<file path="config.mk">
export PLATFORM = sky130hd
export DESIGN_NAME = pwrseq_top
export DESIGN_NICKNAME = d
export VERILOG_FILES = /design/src/rtl/pwrseq_pkg.sv /design/src/rtl/pwrseq_timer.sv /design/src/rtl/pwrseq_ctrl.sv /design/src/rtl/pwrseq_top.sv
export SDC_FILE = /design/constraint.sdc
export NUM_CORES = 1
export LEC_CHECK = 0
export CORE_MARGIN = 4
export CORE_UTILIZATION = 55
export CTS_BUF_LIST = sky130_fd_sc_hd__clkbuf_8
export CTS_CLUSTER_DIAMETER = 200
export DETAILED_ROUTE_END_ITERATION = 6
export PLACE_DENSITY = 0.83
export SLEW_MARGIN = 10
export SYNTH_ARGS = -nofsm -noshare
export SYNTH_HDL_FRONTEND = slang
export SYNTH_HIERARCHICAL = 1
export SYNTH_SLANG_ARGS = --single-unit
</file>
<file path="constraint.sdc">
create_clock -name clk -period 2 [get_ports clk]
set_clock_uncertainty 0.05 [all_clocks]
set_input_delay 0.3 -clock clk [delete_from_list [all_inputs] [get_ports clk]]
set_output_delay 0.3 -clock clk [all_outputs]
set_load 0.02 [all_outputs]
</file>
<file path="src/rtl/pwrseq_pkg.sv">
package pwrseq_pkg;
  // Strobes from the control section to the settle-timer datapath.
  typedef struct packed {
    logic holdRst;  // reset currently in effect: keep reset timer loaded
    logic holdSlp;  // sleep currently active: keep sleep timer loaded
  } seqStrobe_t;

  localparam int unsigned NUM_TIMERS = 2;
endpackage

</file>
<file path="src/rtl/pwrseq_timer.sv">
module pwrseq_timer
  import pwrseq_pkg::*;
#(
  parameter int unsigned WAIT = 8
) (
  input  logic       clk,
  input  logic       sysRstN,
  input  seqStrobe_t strobe,
  output logic       rstBusy,
  output logic       slpBusy
);
  localparam int unsigned CW = (WAIT < 1) ? 1 : $clog2(WAIT + 1);
  localparam logic [CW-1:0] WAIT_V = CW'(WAIT);

  logic [NUM_TIMERS-1:0] holdVec;
  logic [NUM_TIMERS-1:0] busyVec;

  assign holdVec = {strobe.holdSlp, strobe.holdRst};

  for (genvar i = 0; i < NUM_TIMERS; i++) begin : g_tmr
    // Timer 0 (reset) starts loaded: the block powers up in reset.
    localparam logic [CW-1:0] INIT_V = (i == 0) ? WAIT_V : '0;
    logic [CW-1:0] cnt;

    always_ff @(posedge clk or negedge sysRstN) begin
      if (!sysRstN) begin
        cnt <= INIT_V;
      end else if (holdVec[i]) begin
        cnt <= WAIT_V;
      end else if (cnt != '0) begin
        cnt <= cnt - 1'b1;
      end
    end

    assign busyVec[i] = (cnt != '0);
  end

  assign rstBusy = busyVec[0];
  assign slpBusy = busyVec[1];
endmodule

</file>
<file path="src/rtl/pwrseq_ctrl.sv">
module pwrseq_ctrl
  import pwrseq_pkg::*;
(
  input  logic       clk,
  input  logic       sysRstN,
  input  logic       uvFlag,
  input  logic       resetPin,
  input  logic       sleepN,
  input  logic       stepIn,
  input  logic       serAccReq,
  input  logic       rstBusy,
  input  logic       slpBusy,
  output seqStrobe_t strobe,
  output logic       regClrPulse,
  output logic       powerEn,
  output logic       analogLowPwr,
  output logic       stepGate,
  output logic       serGate,
  output logic       ready
);
  logic inRst;
  logic inRstPrev;
  logic inSlp;
  logic rstReq;

  // Sleep masks both reset sources.
  assign rstReq = (uvFlag | resetPin) & sleepN;

  always_ff @(posedge clk or negedge sysRstN) begin
    if (!sysRstN) begin
      inRst     <= 1'b1;
      inRstPrev <= 1'b0;
      inSlp     <= 1'b0;
    end else begin
      inRst     <= rstReq;
      inRstPrev <= inRst;
      inSlp     <= ~sleepN;
    end
  end

  always_comb begin
    strobe.holdRst = inRst;
    strobe.holdSlp = inSlp;
  end

  assign regClrPulse  = inRst & ~inRstPrev;
  assign powerEn      = ~inRst & ~inSlp & ~rstBusy;
  assign analogLowPwr = inSlp;
  assign ready        = powerEn & ~slpBusy;
  assign stepGate     = stepIn & ready;
  assign serGate      = serAccReq & ~inRst;
endmodule

</file>
<file path="src/rtl/pwrseq_top.sv">
module pwrseq_top
  import pwrseq_pkg::*;
#(
  parameter int unsigned CLK_HZ    = 50_000_000,
  parameter int unsigned SETTLE_DIV = 1000
) (
  input  logic clk,
  input  logic sysRstN,
  input  logic uvFlag,
  input  logic resetPin,
  input  logic sleepN,
  input  logic stepIn,
  input  logic serAccReq,
  output logic regClrPulse,
  output logic powerEn,
  output logic analogLowPwr,
  output logic stepGate,
  output logic serGate,
  output logic ready
);
  localparam int unsigned WAIT_RAW = CLK_HZ / SETTLE_DIV;
  localparam int unsigned WAIT     = (WAIT_RAW < 1) ? 1 : WAIT_RAW;

  seqStrobe_t strobe;
  logic       rstBusy;
  logic       slpBusy;

  pwrseq_ctrl ctrl_i (
    .clk(clk), .sysRstN(sysRstN), .uvFlag(uvFlag), .resetPin(resetPin),
    .sleepN(sleepN), .stepIn(stepIn), .serAccReq(serAccReq),
    .rstBusy(rstBusy), .slpBusy(slpBusy), .strobe(strobe),
    .regClrPulse(regClrPulse), .powerEn(powerEn), .analogLowPwr(analogLowPwr),
    .stepGate(stepGate), .serGate(serGate), .ready(ready)
  );

  pwrseq_timer #(.WAIT(WAIT)) timer_i (
    .clk(clk), .sysRstN(sysRstN), .strobe(strobe),
    .rstBusy(rstBusy), .slpBusy(slpBusy)
  );
endmodule

</file>
==> impl_metrics.env <==
export IMPL_status="complete, but fails checks"
export IMPL_violations="negative hold slack, negative setup slack"
export IMPL_route_met2_wl_um=3770
export IMPL_critPathLaunchType="flop"
export IMPL_path_class="flop to output port"
export IMPL_htreeDepth=2
export IMPL_grt_pass1_vias=2101
export IMPL_clock_latency_ns=0.29
export IMPL_worst_slack_ns=-0.394
export IMPL_timing_rr_end="timer_i/g_tmr[1].cnt[15]$_DFFE_PN0P_"
export IMPL_setup_violations_final=9
export IMPL_die_x_um=68.0
export IMPL_chipHeight_um=68.0
export IMPL_crit_chain="inv_1, ha_4, nor3b_4, nand3_2, or2_4, nor4_4, and2_4, buf_6"
export IMPL_ir_drop_uv=671
export IMPL_synth_cell_types=43
export IMPL_yosys_warnings=6
export IMPL_tritoncts="done"
export IMPL_hpwl_um=3490
export IMPL_mostFrequentLayoutCell="buf_4"
export IMPL_dp_cells=321
export IMPL_post_synth_cell_area_avg_um2=9.17
export IMPL_yosysSeqAreaShare=0.447
export IMPL_final_cell_mix="64 x buf_4, 26 x dfrtp_1, 23 x nor2_1, 15 x a21oi_1, 12 x o21ai_0"
export IMPL_initial_core_util=0.580
export IMPL_nFillCells=159
export IMPL_slew_viol_final=0
export IMPL_worst_pin_slew_ns=0.450
export IMPL_drt_first_iter_violations=409
export IMPL_grt_pass1_wl_um=10000
export IMPL_hold_ws_ns=-0.0202
export IMPL_wl_met1_um=2810
export IMPL_grt_setup_unrepaired="yes"
export IMPL_fin_setup_tns_ns=-1.49
export IMPL_cts_buffers=5
export IMPL_crit_path_start="timer_i/g_tmr[1].cnt[1]$_DFFE_PN0P_"
export IMPL_seq_area_um2=887
export IMPL_multi_input_area_um2=1210
export IMPL_finalCriticalPeriod_ns=2.39
export IMPL_max_freq_mhz=418
export IMPL_cp_num_buf_inv=2
export IMPL_routed_wl_um=8200
export IMPL_cp_slowest_cell="dfrtp_1"
export IMPL_wl_per_cell_um=24.3
export IMPL_endpoint="stepGate"
export IMPL_portBuffers=12
export IMPL_layout_cells_non_filler=338
export IMPL_path_delay_family="simple AND/OR/NAND/NOR gates"
export IMPL_crit_arrival_ns=2.04
export IMPL_first_pass_iters=6
export IMPL_clockPowerShare=0.317
export IMPL_synthCells=216
export IMPL_met3_length_um=1030
export IMPL_critPathCaptureType="output port"
export IMPL_vias=2396
export IMPL_path_clk_slew_ns=0.09
export IMPL_core_area_um2=3420
export IMPL_core_rowCount=21
export IMPL_dieArea_um2=4630
export IMPL_combinationalPowerShare=0.294
export IMPL_area_growth_pct=47.3
export IMPL_crit_required_ns=1.65
export IMPL_seqPwrFrac=0.389
export IMPL_cts_sinks=35
export IMPL_ctsRootBufferMaster="clkbuf_8"
export IMPL_worstSetupPathDepth=8
export IMPL_syn_area_um2=1980
export IMPL_hold_class="input pin to asynchronous set/reset pin"
export IMPL_async_flop_share=1.00
export IMPL_synthesis_nets=225
export IMPL_max_stage_delay_ns=0.40
export IMPL_period_share=1.20
export IMPL_power_density_nw_per_um2=756
export IMPL_synth_seq_cells=35
export IMPL_switching_power_uw=704
export IMPL_io_pins=13
export IMPL_drive_above_1_share=0.435
export IMPL_overflow=0
export IMPL_synth_edf_count=0
export IMPL_critPathMaxFanout=2
export IMPL_ant_nets=0
export IMPL_routed_via_density=7.09
export IMPL_antenna_found_initial=0
export IMPL_grt_max_degree=36
export IMPL_setup_reg_to_reg_worst_slack_ns=-0.24
export IMPL_n_antenna_cell=0
export IMPL_pre_cts_ws_ns=-0.533
export IMPL_cts_path_max_buffers=2
export IMPL_grt_usage=0.293
export IMPL_slew_headroom=0.698
export IMPL_p_int_uw=1500
export IMPL_ys_flop_type="dfrtp_1"
export IMPL_maxCapViolCount=0
export IMPL_p_leak_uw=0.00122
export IMPL_dr_max_layer_used="met4"
export IMPL_ctsHoldBuffers=0
export IMPL_p_sw_frac=0.319
export IMPL_hold_viol_final=25
export IMPL_drc=0
export IMPL_timing_rr_start="timer_i/g_tmr[1].cnt[5]$_DFFE_PN0P_"
export IMPL_routabilityCongestion=0.859
export IMPL_fin_nets=300
export IMPL_r2r_cells=5
cells in the mapped netlist, types with 3 or more instances:
master / number / area share
inv_1: 6 / 0.011
nor2_1: 23 / 0.044
o21ai_0: 12 / 0.030
or3_1: 5 / 0.016
nor4_1: 9 / 0.028
clkbuf_1: 6 / 0.011
o31ai_1: 5 / 0.019
nand2_1: 11 / 0.021
nor3b_1: 3 / 0.011
dfstp_2: 7 / 0.093
nor3_1: 8 / 0.020
mux2i_1: 7 / 0.035
nor2b_1: 12 / 0.038
nand3_1: 6 / 0.015
a21oi_1: 20 / 0.051
nand3b_1: 3 / 0.011
nand4_1: 3 / 0.0095
dfrtp_1: 28 / 0.35
mux2_2: 3 / 0.017
or4_1: 4 / 0.015
layout make-up:
class | instances | area share
clock buffers | 6 | 0.0283
clock inverters | 2 | 0.0120
inverters | 6 | 0.00772
multi-input cells | 165 | 0.417
flip-flops and latches | 35 | 0.304
well taps | 46 | 0.0197
repair buffers | 78 | 0.211
worst min path at each step:
stage	cells after the start	start	end	slack, ns
after CTS	2	sysRstN	timer_i/g_tmr[1].cnt[9]$_DFFE_PN0P_	0.004
after floorplan	0	sysRstN	ctrl_i/analogLowPwr$_DFF_PN0_	-0.05
after global routing	2	sysRstN	timer_i/g_tmr[0].cnt[13]$_DFFE_PN0P_	0.02
final	2	sysRstN	timer_i/g_tmr[1].cnt[9]$_DFFE_PN0P_	-0.02
after global placement	2	sysRstN	timer_i/g_tmr[0].cnt[13]$_DFFE_PN0P_	0.31
after detailed placement	2	sysRstN	timer_i/g_tmr[1].cnt[15]$_DFFE_PN0P_	0.31
sequential cells by signal, indices dropped and copies added, names as in the netlist:
| signal | flops |
|---|---|
| ctrl_i/inRstPrev | 1 |
| timer_i/g_tmr.cnt | 32 |
| ctrl_i/inRst | 1 |
| ctrl_i/analogLowPwr | 1 |
metrics by stage:
step                utilization  hold WS [ns]  power [uW]  instance area [um2]
global placement          0.759         0.306        1300                 2590
global route              0.854        0.0192        2250                 2920
floorplan                     -       -0.0456        1100                 2040
detailed placement        0.759         0.307        1330                 2590
CTS                       0.823       0.00419        2040                 2810
finish                    0.854       -0.0202        2200                 2920
metal layers:
| metal | vias up | global-route usage |
|---|---|---|
| li1 | 936 | - |
| met1 | 1103 | 0.375 |
| met3 | 83 | 0.0476 |
| met2 | 274 | 0.483 |
| met4 | 0 | 0.141 |
| met5 | - | 0 |
power groups by stage:
| stage | combinational, uW | clock, uW | sequential, uW |
|---|---|---|---|
| 6_report | 647 | 698 | 858 |
| 2_1_floorplan | 234 | 0 | 869 |
| 5_1_grt | 667 | 721 | 861 |
| 4_1_cts | 517 | 677 | 844 |
| 3_3_place_gp | 455 | 0 | 847 |
| 3_5_place_dp | 474 | 0 | 851 |
logic make-up after synthesis:
family	count (synthesis)	share of synthesized area
DFF	35	0.447
AOI/OAI and AO/OA	46	0.135
muxes	11	0.0581
adders and majority gates	2	0.0126
and+or+nand+nor	106	0.313
buffers and inverters	16	0.0347
timing repair:
item / CTS / global route
setup endpoints to repair: 8 / 17
gates resized for setup: 36 / 16
buffers inserted: 7 / 3
pin swaps: 11 / 9
No activity file was read; power rests on OpenSTA's default activity.
